$ cat config.mk
export PLATFORM = sky130hd
export DESIGN_NAME = operand_bypass
export DESIGN_NICKNAME = d
export VERILOG_FILES = /design/src/rtl/operand_bypass.sv
export SDC_FILE = /design/constraint.sdc
export NUM_CORES = 1
export LEC_CHECK = 0
export BUFFER_PORTS_ARGS = -buffer_cell sky130_fd_sc_hd__buf_2
export CORE_MARGIN = 5
export CORE_UTILIZATION = 35
export DETAILED_ROUTE_END_ITERATION = 8
export PLACE_DENSITY = 0.81
export SLEW_MARGIN = 5
export SYNTH_ARGS = -nofsm -noshare
export SYNTH_HDL_FRONTEND = slang
export SYNTH_SLANG_ARGS = --single-unit
export TNS_END_PERCENT = 20
$ cat constraint.sdc
create_clock -name vclk -period 1.6
set_input_delay 0 -clock vclk [all_inputs]
set_output_delay 0 -clock vclk [all_outputs]
set_load 0.01 [all_outputs]
$ cat src/rtl/operand_bypass.sv
module operand_bypass #(
  parameter int XLEN = 32,
  parameter int NREG = 32,
  localparam int RW = $clog2(NREG)
) (
  input  logic [RW-1:0]   ex_src_a,
  input  logic [RW-1:0]   ex_src_b,
  input  logic [XLEN-1:0] rf_val_a,
  input  logic [XLEN-1:0] rf_val_b,
  input  logic [RW-1:0]   em_dst,
  input  logic            em_wen,
  input  logic [XLEN-1:0] em_res,
  input  logic [RW-1:0]   mw_dst,
  input  logic            mw_wen,
  input  logic [XLEN-1:0] mw_res,
  input  logic [RW-1:0]   ex_dst,
  input  logic            ex_wen,
  input  logic            ex_load,
  input  logic [RW-1:0]   id_src_a,
  input  logic [RW-1:0]   id_src_b,
  input  logic            id_use_a,
  input  logic            id_use_b,
  output logic [XLEN-1:0] op_a,
  output logic [XLEN-1:0] op_b,
  output logic [1:0]      sel_a,
  output logic [1:0]      sel_b,
  output logic            stall_req
);

  localparam logic [1:0] SEL_RF = 2'b00;
  localparam logic [1:0] SEL_MW = 2'b01;
  localparam logic [1:0] SEL_EM = 2'b10;

  logic [RW-1:0]   src [2];
  logic [XLEN-1:0] rfv [2];
  logic [XLEN-1:0] val [2];
  logic [1:0]      sel [2];

  assign src[0] = ex_src_a;
  assign src[1] = ex_src_b;
  assign rfv[0] = rf_val_a;
  assign rfv[1] = rf_val_b;

  for (genvar g = 0; g < 2; g++) begin : g_op
    logic          hit_em, hit_mw;
    logic [1:0]    s;
    logic [XLEN-1:0] v;

    always_comb begin
      hit_em = em_wen && (em_dst != '0) && (em_dst == src[g]);
      hit_mw = mw_wen && (mw_dst != '0) && (mw_dst == src[g]);
      if (hit_em) begin
        s = SEL_EM;
        v = em_res;
      end else if (hit_mw) begin
        s = SEL_MW;
        v = mw_res;
      end else begin
        s = SEL_RF;
        v = rfv[g];
      end


      zero_src_chk: assert (src[g] != '0 || s == SEL_RF);

      em_enable_chk: assert (s != SEL_EM || em_wen);

      mw_enable_chk: assert (s != SEL_MW || mw_wen);

      younger_wins_chk: assert (s != SEL_MW || !(em_wen && em_dst == src[g]));

      em_value_chk: assert (s != SEL_EM || v == em_res);

      mw_value_chk: assert (s != SEL_MW || v == mw_res);

      rf_value_chk: assert (s != SEL_RF || v == rfv[g]);
    end

    assign sel[g] = s;
    assign val[g] = v;
  end

  assign op_a  = val[0];
  assign op_b  = val[1];
  assign sel_a = sel[0];
  assign sel_b = sel[1];

  logic load_live, need_a, need_b, stall_c;

  always_comb begin
    load_live = ex_load && ex_wen && (ex_dst != '0);
    need_a    = id_use_a && (id_src_a == ex_dst);
    need_b    = id_use_b && (id_src_b == ex_dst);
    stall_c   = load_live && (need_a || need_b);

    stall_load_chk: assert (!stall_c || (ex_load && ex_wen));

    stall_zero_chk: assert (!stall_c || ex_dst != '0);

    stall_cause_chk: assert (!stall_c || (id_use_a && id_src_a == ex_dst)
                                      || (id_use_b && id_src_b == ex_dst));
  end

  assign stall_req = stall_c;

endmodule

==> results of run 1 <==
[power groups by stage]
| stage | registers (mW) | logic, mW | clock network [mW] |
|---|---|---|---|
| after floorplan | 0 | 0.577 | 0 |
| after global placement | 0 | 1.16 | 0 |
| after detailed placement | 0 | 1.17 | 0 |
| after CTS | 0 | 1.18 | 0 |
| after global routing | 0 | 1.31 | 0 |
| final | 0 | 1.22 | 0 |
[worst max-delay path, stage by stage]
cell and delay (ns):
buf_2 0.11, or4_4 0.57, o211ai_4 0.25, buf_6 0.24, nor3_1 0.09, a31oi_1 0.18
buf_2 0.16
[layer usage]
metal	routed length [um]	part of all wire [%]	track usage, %	vias to the layer above
li1	-	-	-	1982
met5	0	0	0	-
met2	6700	50	53.01	377
met1	4678	35	33.43	1941
met4	411	3.1	10.89	0
met3	1676	12	4.746	53
[stage by stage]
stage / power, mW / TNS, ns / hold WS, ns / util (%)
final: 1.224 / -0.01110 / 0.3459 / 58.76
after global routing: 1.309 / -0.5148 / 0.3684 / 58.76
after CTS: 1.183 / -0.001215 / 0.3461 / 58.21
after detailed placement: 1.169 / -1.036 / 0.3461 / 57.82
after global placement: 1.156 / -0.6840 / 0.3488 / 57.82
after floorplan: 0.5766 / 0 / 0.1252 / -
[cell usage after synthesis, types with 4 or more instances]
cell type   n
nand4_1    66
nor3_1     66
a31oi_1    64
o31ai_1    64
clkbuf_1   37
xor2_1     18
buf_2      14
xnor2_1    12
buf_1       7
buf_4       6
or2_1       4
[cell type report]
type,count,share of cell area [%]
Multi-Input combinational cell,313,56.40
Inverter,2,0.1989
Tap cell,77,2.553
Timing Repair Buffer,271,40.85
[path summary, 6_finish.rpt]
| path | endpoint | slack (ns) | depth (start not counted) |
|---|---|---|---|
| max | op_a[26] | -0.004 | 7 |
| min | stall_req | 0.35 | 4 |
[kinds of logic (layout without fill, tap and decap cells)]
| family | Yosys count | in the layout | synth area share (%) |
|---|---|---|---|
| compound gates | 134 | 134 | 39.72 |
| xor+xnor | 30 | 30 | 11.21 |
| buf+inv | 66 | 273 | 12.28 |
| simple gates | 149 | 149 | 36.79 |
[timing repair]
item	CTS	global route
gates resized for setup	6	6
setup endpoints to repair	24	40
pin swaps	0	4
hold buffers	0	0
==> key figures, run 1 <==
Run status
  • Status: finished with violations
  • Failing checks: negative setup slack

Cells and area
  • Area delta synth->final: 61.03%
  • Final Cell Area: ~0.0038 mm^2
  • Most frequent cells in the layout: 238 x buf_2, 66 x nand4_1, 64 x nor3_1, 64 x a31oi_1, 62 x o31ai_1
  • Share of cells above drive strength 1: roughly half
  • Commonest non-fill, non-tap cell in the layout: buf_2
  • Nets: around 760
  • Fill cell count: between 600 and 700
  • Sequential cell area: 0 um^2
  • Layout clock buffer count: 0
  • Area occupied by multi-input gates: ~0.0021 mm^2
  • Non-filler instance count after layout: around 660
  • Antenna cells: 0
  • Seq Cell Count: 0

Setup path
  • Kind of critical path: in -> out
  • Worst setup EP type: primary output
  • Critical Path Start: em_dst[1]
  • Worst EP required: ~1.6 ns
  • CP Max Fanout: 19
  • Startpoint types: primary input
  • Arrival @ worst endpoint: roughly 1.6 ns

Drt
  • Via count: around 4400
  • ANT nets after route: 0
  • Pre-Repair DR Iteration Count: 7
  • WL per Instance: between 20 and 25 um
  • # DRC: 0
  • DR vias/cell: approximately 6.6
  • Initial DRC count: 338
  • DRT Wirelength: between 10000 and 15000 um

Pwr
  • Cell internal pwr: just under 0.5 mW
  • Max IR drop VDD: approximately 170 uV
  • Leakage dissipation: 1.544 nW
  • Clock share of power: 0%
  • Switching Power: 0.7323 mW
  • Sw Ratio: between 50% and 60%
  • Power per cell area: around 320 mW/mm^2
  • Sequential Power Share: 0%
  • Logic pwr share: 100.0%

Placed design
  • Buffers on Ports: 238
  • Placed cell area: around 0.0037 mm^2
  • Final GP Congestion: around 0.95
  • Placement-stage worst setup slack: -0.07745 ns
  • HPWL Detailed: 10480 um
  • Inst Count DP: approximately 660

Synth
  • Sequential fraction of the synthesis area: 0%
  • Synth area leaders: o31ai_1 21%, nand4_1 18%, a31oi_1 17%, nor3_1 14%, xor2_1 6.7%
  • Synth top area share: between 20% and 30%
  • Yosys warnings: 0
  • Mapped Nets: about 550
  • Post-synthesis cell type count: 24
  • Mean area per synthesized cell: about 6.2 um^2
  • Cell taking the most area after synthesis: o31ai_1
  • Cell count after synthesis: ~380
  • Mapped cell area: approximately 0.0023 mm^2

STA
  • Final setup violation count: 3
  • Final hold viol count: 0
  • Minimum clock period: 1.604 ns
  • RSZ-0062 raised after global routing: yes
  • Slew Viols, Final: 0
  • Max Clk Rate: 623.3 MHz
  • Period utilization: 100.3%
  • Setup ws final: -0.004359 ns
  • Worst-margin pin slew: around 0.39 ns
  • Rel. slew slack: between 70 and 80%

Global route
  • Largest net degree at the start of global routing: 40
  • Total grt overflow: 0
  • Initial antenna violation count: 0
  • Vias in the first global route: roughly 4300
  • GR Util All Layers: 28.90%
  • First-pass GRT wire length: 20700 um

Min path
  • Worst hold start: ex_load
  • HP Class: in -> out

Floorplanning
  • Die area: between 0.008 and 0.009 mm^2
  • Initial Util: 36.49%
  • IO Count: roughly 240
  • Core region area: about 0.0064 mm^2
  • Die Span Y: about 90 um
  • Rows: 29
  • Die Wd: 91.83 um

Job
  • Max Cap Viol: 0

Clock network
  • Post-CTS Setup Bufs: 0
Note: power is estimated with default switching activity, not from simulation.
==> inputs of run 2 (changes only) <==
Settings changed: ABC_AREA from default to 1, CELL_PAD_IN_SITES_DETAIL_PLACEMENT from default to 1, CELL_PAD_IN_SITES_GLOBAL_PLACEMENT from default to 2, CORE_UTILIZATION 35 to 15, PLACE_DENSITY 0.81 to 0.86.
==> key figures, run 2 <==
Run status
  • Status: complete, no violations

Synth
  • Post-synthesis cell type count: 20 (-17%)
  • Mean area per synthesized cell: 4.617 um^2 (-25%)
  • Post-synthesis mux area share: 0% (unchanged)
  • Largest family of logic cells by synthesized area: simple AND/OR/NAND/NOR gates
  • Synth area leaders: nand2_1 32%, nand3_1 20%, inv_1 16%, nand4_1 8.3%, xor2_1 4.6%
  • Synth Area in Adders: 0% (unchanged)
  • Compound-Gate Fraction of Synth Area: 1.300% (-38 points)
  • Xor and xnor area share after synthesis: 7.350% (-3.9 points)
  • Synth top area share: 31.80% (+11 points)
  • Yosys warnings: 0 (unchanged)
  • Mapped cell area: 0.002502 mm^2 (+6.8%)
  • Sequential fraction of the synthesis area: 0% (unchanged)
  • Post-Synth Simple-Gate Area: 66.15% (+29 points)
  • Cell taking the most area after synthesis: nand2_1
  • Cell count after synthesis: 542 (+43%)
  • Mapped Nets: 711 (+30%)
  • Top cells by count, synth: 212 x nand2_1, 106 x inv_1, 101 x nand3_1
  • Most common cell in the netlist: nand2_1

Clock network
  • Post-CTS Setup Bufs: 0 (unchanged)
  • Post-CTS Resized: 0 (-6)
  • Hold buffers post-CTS: 0 (unchanged)

Setup path
  • Kind of critical path: in -> out
  • Startpoint types: primary input
  • Arrival @ worst endpoint: 1.33 ns (-0.27 ns)
  • Worst EP required: 1.60 ns (about the same)
  • CP Max Fanout: 32 (+13)
  • Worst setup EP type: primary output

Global route
  • Vias in the first global route: 4432 (+4.0%)
  • Total grt overflow: 0 (unchanged)
  • GR Util All Layers: 14.39% (-15 points)
  • Initial antenna violation count: 2 (+2)
  • Largest net degree at the start of global routing: 34 (-15%)
  • First-pass GRT wire length: 23190 um (+12%)

Pwr
  • Leakage dissipation: 2.611 nW (+69%)
  • Logic pwr share: 100.0% (about the same)
  • Max IR drop VDD: 89.10 uV (-48%)
  • Clock share of power: 0% (unchanged)
  • Power per cell area: 242.7 mW/mm^2 (-25%)
  • Sequential Power Share: 0% (unchanged)
  • Sw Ratio: 58.25% (-1.6 points)
  • Switching Power: 0.5559 mW (-24%)
  • Cell internal pwr: 0.3984 mW (-19%)

Cells and area
  • Seq Cell Count: 0 (unchanged)
  • Layout clock buffer count: 0 (unchanged)
  • Area delta synth->final: 57.15%
  • Non-filler instance count after layout: 985 (+49%)
  • Antenna cells: 0 (unchanged)
  • Nets: 936 (+24%)
  • Most frequent cells in the layout: 238 x buf_2, 212 x nand2_1, 106 x inv_1, 101 x nand3_1, 33 x nand4_1
  • Fill cell count: 2346 (+280%)
  • Sequential cell area: 0 um^2 (unchanged)
  • Share of cells above drive strength 1: 35.42% (-14 points)
  • Commonest non-fill, non-tap cell in the layout: buf_2

STA
  • Hold slack final: 0.2990 ns (-0.04691 ns)
  • Final hold viol count: 0 (unchanged)
  • Worst-margin pin slew: 0.4117 ns (+0.02460 ns)
  • Max Clk Rate: 752.6 MHz (+21%)
  • Slew Viols, Final: 0 (unchanged)
  • Final setup violation count: 0 (-3)
  • RSZ-0062 raised after global routing: no
  • Minimum clock period: 1.329 ns (-0.2756 ns)
  • Period utilization: 83.04% (-17 points)
  • Rel. slew slack: 72.55% (-1.6 points)
  • Final TNS setup: 0 ns (+0.01110 ns)

Drt
  • Via count: 4168 (-4.2%)
  • Pre-Repair DR Iteration Count: 4 (-3)
  • WL per Instance: 15.11 um (-26%)
  • DR vias/cell: 4.231 (-36%)
  • DRT Wirelength: 14890 um (+11%)
  • ANT nets after route: 0 (unchanged)
  • # DRC: 0 (unchanged)
  • Initial DRC count: 71 (-79%)

Placed design
  • Inst Count DP: 985 (+49%)
  • Final GP Congestion: 0.8013 (-16%)
  • HPWL Detailed: 12450 um (+19%)
  • Buffers on Ports: 238 (unchanged)

Floorplanning
  • Die area: 0.01937 mm^2 (+130%)
  • Core region area: 0.01647 mm^2 (+160%)
  • IO Count: 238 (unchanged)
  • Initial Util: 15.20% (-21 points)
  • Die Span Y: 139.2 um (+52%)
  • Rows: 47 (+62%)
  • Die Wd: 139.2 um (+52%)

Job
  • Max Cap Viol: 0 (unchanged)

Min path
  • Hold depth: 4 (unchanged)
  • HP Class: in -> out
run 2: logic make-up (layout without fill, tap and decap cells):
group                  after synthesis  in the layout
XOR/XNOR                            21             21
AND/OR/NAND/NOR                    371            371
buffers and inverters              144            367
AO/OA/AOI/OAI                        6              6
run 2: path summary, 6_finish.rpt:
check	from	to	slack [ns]
setup / recovery	em_dst[4]	op_a[0]	0.27
hold / removal	em_res[25]	op_b[25]	0.30
run 2: power by group through the flow:
stage	Clock (mW)	Combinational (mW)	Sequential (mW)
floorplan	0	0.469	0
global placement	0	0.957	0
detailed placement	0	0.970	0
CTS	0	0.974	0
global route	0	1.07	0
finish	0	0.954	0
run 2: cell type report:
class                      count  area (um^2)  share of cell area (%)
multi-input combinational    398         1882                   47.85
timing repair buffer         258         1366                   34.74
inverter                     109        409.1                   10.40
tap                          220        275.3                   7.000
run 2: metrics by stage:
stage / utilization (%) / cell area, um^2 / setup slack, ns / power [mW]
6_report: 23.88 / 3933 / 0.2713 / 0.9543
5_1_grt: 23.88 / 3933 / 0.08576 / 1.067
4_1_cts: 23.88 / 3933 / 0.2240 / 0.9739
3_5_place_dp: 23.88 / 3933 / 0.2244 / 0.9703
3_3_place_gp: 23.88 / 3933 / 0.2431 / 0.9574
2_1_floorplan: - / 2502 / 0.7469 / 0.4694
run 2: critical path: stages:
cell,delay (ns)
buf_2,0.13
nor3_1,0.19
nand2_1,0.07
nand2_1,0.06
inv_1,0.06
nand3_2,0.07
buf_4,0.38
nand3_1,0.17
nand2_1,0.09
buf_2,0.12
run 2: per-layer routing:
| metal | global-route usage (%) | vias to the layer above | wire (um) |
|---|---|---|---|
| li1 | - | 2110 | - |
| met1 | 17.38 | 1879 | 6323 |
| met2 | 26.82 | 159 | 7377 |
| met3 | 3.138 | 16 | 980 |
| met4 | 1.648 | 4 | 176 |
| met5 | 0 | - | 29 |
==> inputs of run 3 (changes only) <==
Settings changed: ABC_AREA 1 to 0, CORE_UTILIZATION 15 to 14, PLACE_DENSITY 0.86 to 0.79.
Clock period 1.6 ns to 1.1 ns, I/O delays scaled along.
==> key figures, run 3 (synthesis results as in run 1) <==
Floorplanning
  • Core region area: 0.01652 mm^2 (+0.36%)
  • Initial Util: 14.18% (-1.0 points)
  • Rows: 47 (unchanged)
  • Die Span Y: 139.4 um (+0.16%)
  • IO Count: 238 (unchanged)
  • Die Wd: 139.4 um (+0.16%)
  • Die area: 0.01943 mm^2 (+0.32%)

Pwr
  • Leakage dissipation: 1.893 nW (-28%)
  • Clock share of power: 0% (unchanged)
  • Final total power: 2.267 mW (+140%)
  • Logic pwr share: 100.0% (about the same)
  • Sequential Power Share: 0% (unchanged)
  • Power per cell area: 468.2 mW/mm^2 (+93%)
  • Switching Power: 1.277 mW (+130%)
  • Cell internal pwr: 0.9899 mW (+150%)
  • Sw Ratio: 56.34% (-1.9 points)
  • Max IR drop VDD: 233.5 uV (+160%)

STA
  • Minimum clock period: around 1.6 ns
  • Setup ws final: -0.5492 ns (-0.8205 ns)
  • Final setup violation count: 68 (+68)
  • RSZ-0062 raised after global routing: yes
  • Rel. slew slack: 70.28% (-2.3 points)
  • Slew Viols, Final: 0 (unchanged)
  • Final hold viol count: 0 (unchanged)
  • Worst-margin pin slew: 0.4423 ns (+0.03064 ns)
  • Max Clk Rate: 606.4 MHz
  • Period utilization: 149.9%

Drt
  • Via count: 4593 (+10%)
  • Pre-Repair DR Iteration Count: 5 (+1)
  • WL per Instance: 22.77 um (+51%)
  • ANT nets after route: 0 (unchanged)
  • # DRC: 0 (unchanged)
  • DRT Wirelength: 19260 um (+29%)
  • DR vias/cell: 5.429 (+28%)
  • Initial DRC count: 213 (+200%)

Cells and area
  • Final Cell Area: 0.004842 mm^2 (+23%)
  • Fill cell count: 2096 (-11%)
  • Most frequent cells in the layout: 231 x buf_2, 66 x nand4_1, 60 x nor3_1, 55 x o31ai_1
  • Seq Cell Count: 0 (unchanged)
  • Share of cells above drive strength 1: 58.81% (+23 points)
  • Nets: 795 (-15%)
  • Layout clock buffer count: 0 (unchanged)
  • Area delta synth->final: 106.6%
  • Commonest non-fill, non-tap cell in the layout: buf_2
  • Fin util: 29.30% (+5.4 points)
  • Sequential cell area: 0 um^2 (unchanged)

Job
  • Max Cap Viol: 0 (unchanged)

Placed design
  • Placement-stage worst setup slack: -0.6179 ns (-0.8424 ns)
  • Placed cell area: 0.004327 mm^2 (+10%)
  • Final GP Congestion: 0.9028 (+13%)
  • Buffers on Ports: 238 (unchanged)
  • HPWL Detailed: 14400 um (+16%)

Global route
  • Vias in the first global route: 4786 (+8.0%)
  • Total grt overflow: 0 (unchanged)
  • Initial antenna violation count: 3 (+1)
  • GR Util All Layers: 17.26% (+2.9 points)
  • Largest net degree at the start of global routing: 43 (+26%)
  • First-pass GRT wire length: 27340 um (+18%)

Setup path
  • CP Max Fanout: 5 (-84%)
  • Kind of critical path: in -> out
  • Max incr delay on CP: 0.57 ns (+0.19 ns)
  • Worst setup EP type: primary output
  • Slowest CP cell: or4_4
  • Worst EP required: 1.10 ns (-0.50 ns)
  • Top delay family on crit path: simple AND/OR/NAND/NOR gates
  • Startpoint types: primary input
  • Arrival @ worst endpoint: 1.65 ns (+0.32 ns)
  • Worst path cell trace: buf_6 -> or4_4 -> o211ai_4 -> or2_4 -> buf_12 -> clkbuf_16 -> a31oi_1 -> buf_2
  • Worst path bufs/invs: 4 (unchanged)

Run status
  • Status: finished with violations
  • Failing checks: negative setup slack

Min path
  • HP Class: in -> out
run 3: per-stage QoR:
step / cells / setup TNS (ns) / hold slack (ns)
finish: 846 / -34.11 / 0.3457
CTS: 837 / -34.23 / 0.3552
detailed placement: 832 / -35.69 / 0.3544
global placement: 832 / -34.35 / 0.3432
floorplan: 379 / -13.61 / 0.1252
global route: 845 / -37.59 / 0.3801
run 3: path summary, 6_finish.rpt:
check,startpoint,endpoint,slack [ns],depth (start not counted)
worst min-delay path,ex_load,stall_req,0.35,4
worst max-delay path,em_dst[4],op_b[22],-0.55,8
run 3: layout make-up:
class / count / area, um^2 / area share (%)
multi-input combinational: 313 / 2415 / 49.87
inverter: 2 / 17.52 / 0.3618
timing repair buffer: 309 / 2130 / 43.98
tap: 220 / 275.3 / 5.685
antenna: 2 / 5.005 / 0.1034
run 3: power by group through the flow:
stage | logic [mW] | clock network (mW) | registers, mW
6_report | 2.27 | 0.000000244 | 0
5_1_grt | 2.41 | 0.000000122 | 0
4_1_cts | 2.15 | 0 | 0
3_5_place_dp | 2.03 | 0 | 0
3_3_place_gp | 2.00 | 0 | 0
2_1_floorplan | 0.918 | 0 | 0
run 3: routing by layer:
layer / share of wire, % / up-vias / global-route usage (%) / wire, um
li1: - / 2068 / - / -
met1: 38 / 2204 / 21.10 / 7406
met5: 0.11 / - / 0 / 22
met4: 1.6 / 4 / 2.884 / 299
met3: 8.9 / 33 / 3.533 / 1711
met2: 51 / 284 / 31.55 / 9820
run 3: repair_timing:
action,CTS,global route
hold buffers,0,0
pin swaps,18,54
gates resized for setup,25,30
setup endpoints to repair,68,69
cloned,3,6
buffers inserted,2,3
run 3: tightest hold or removal path: cells and delay by family:
kind | cells | cell delay (ns)
buf+inv | 2 | 0.23
compound gates | 2 | 0.12
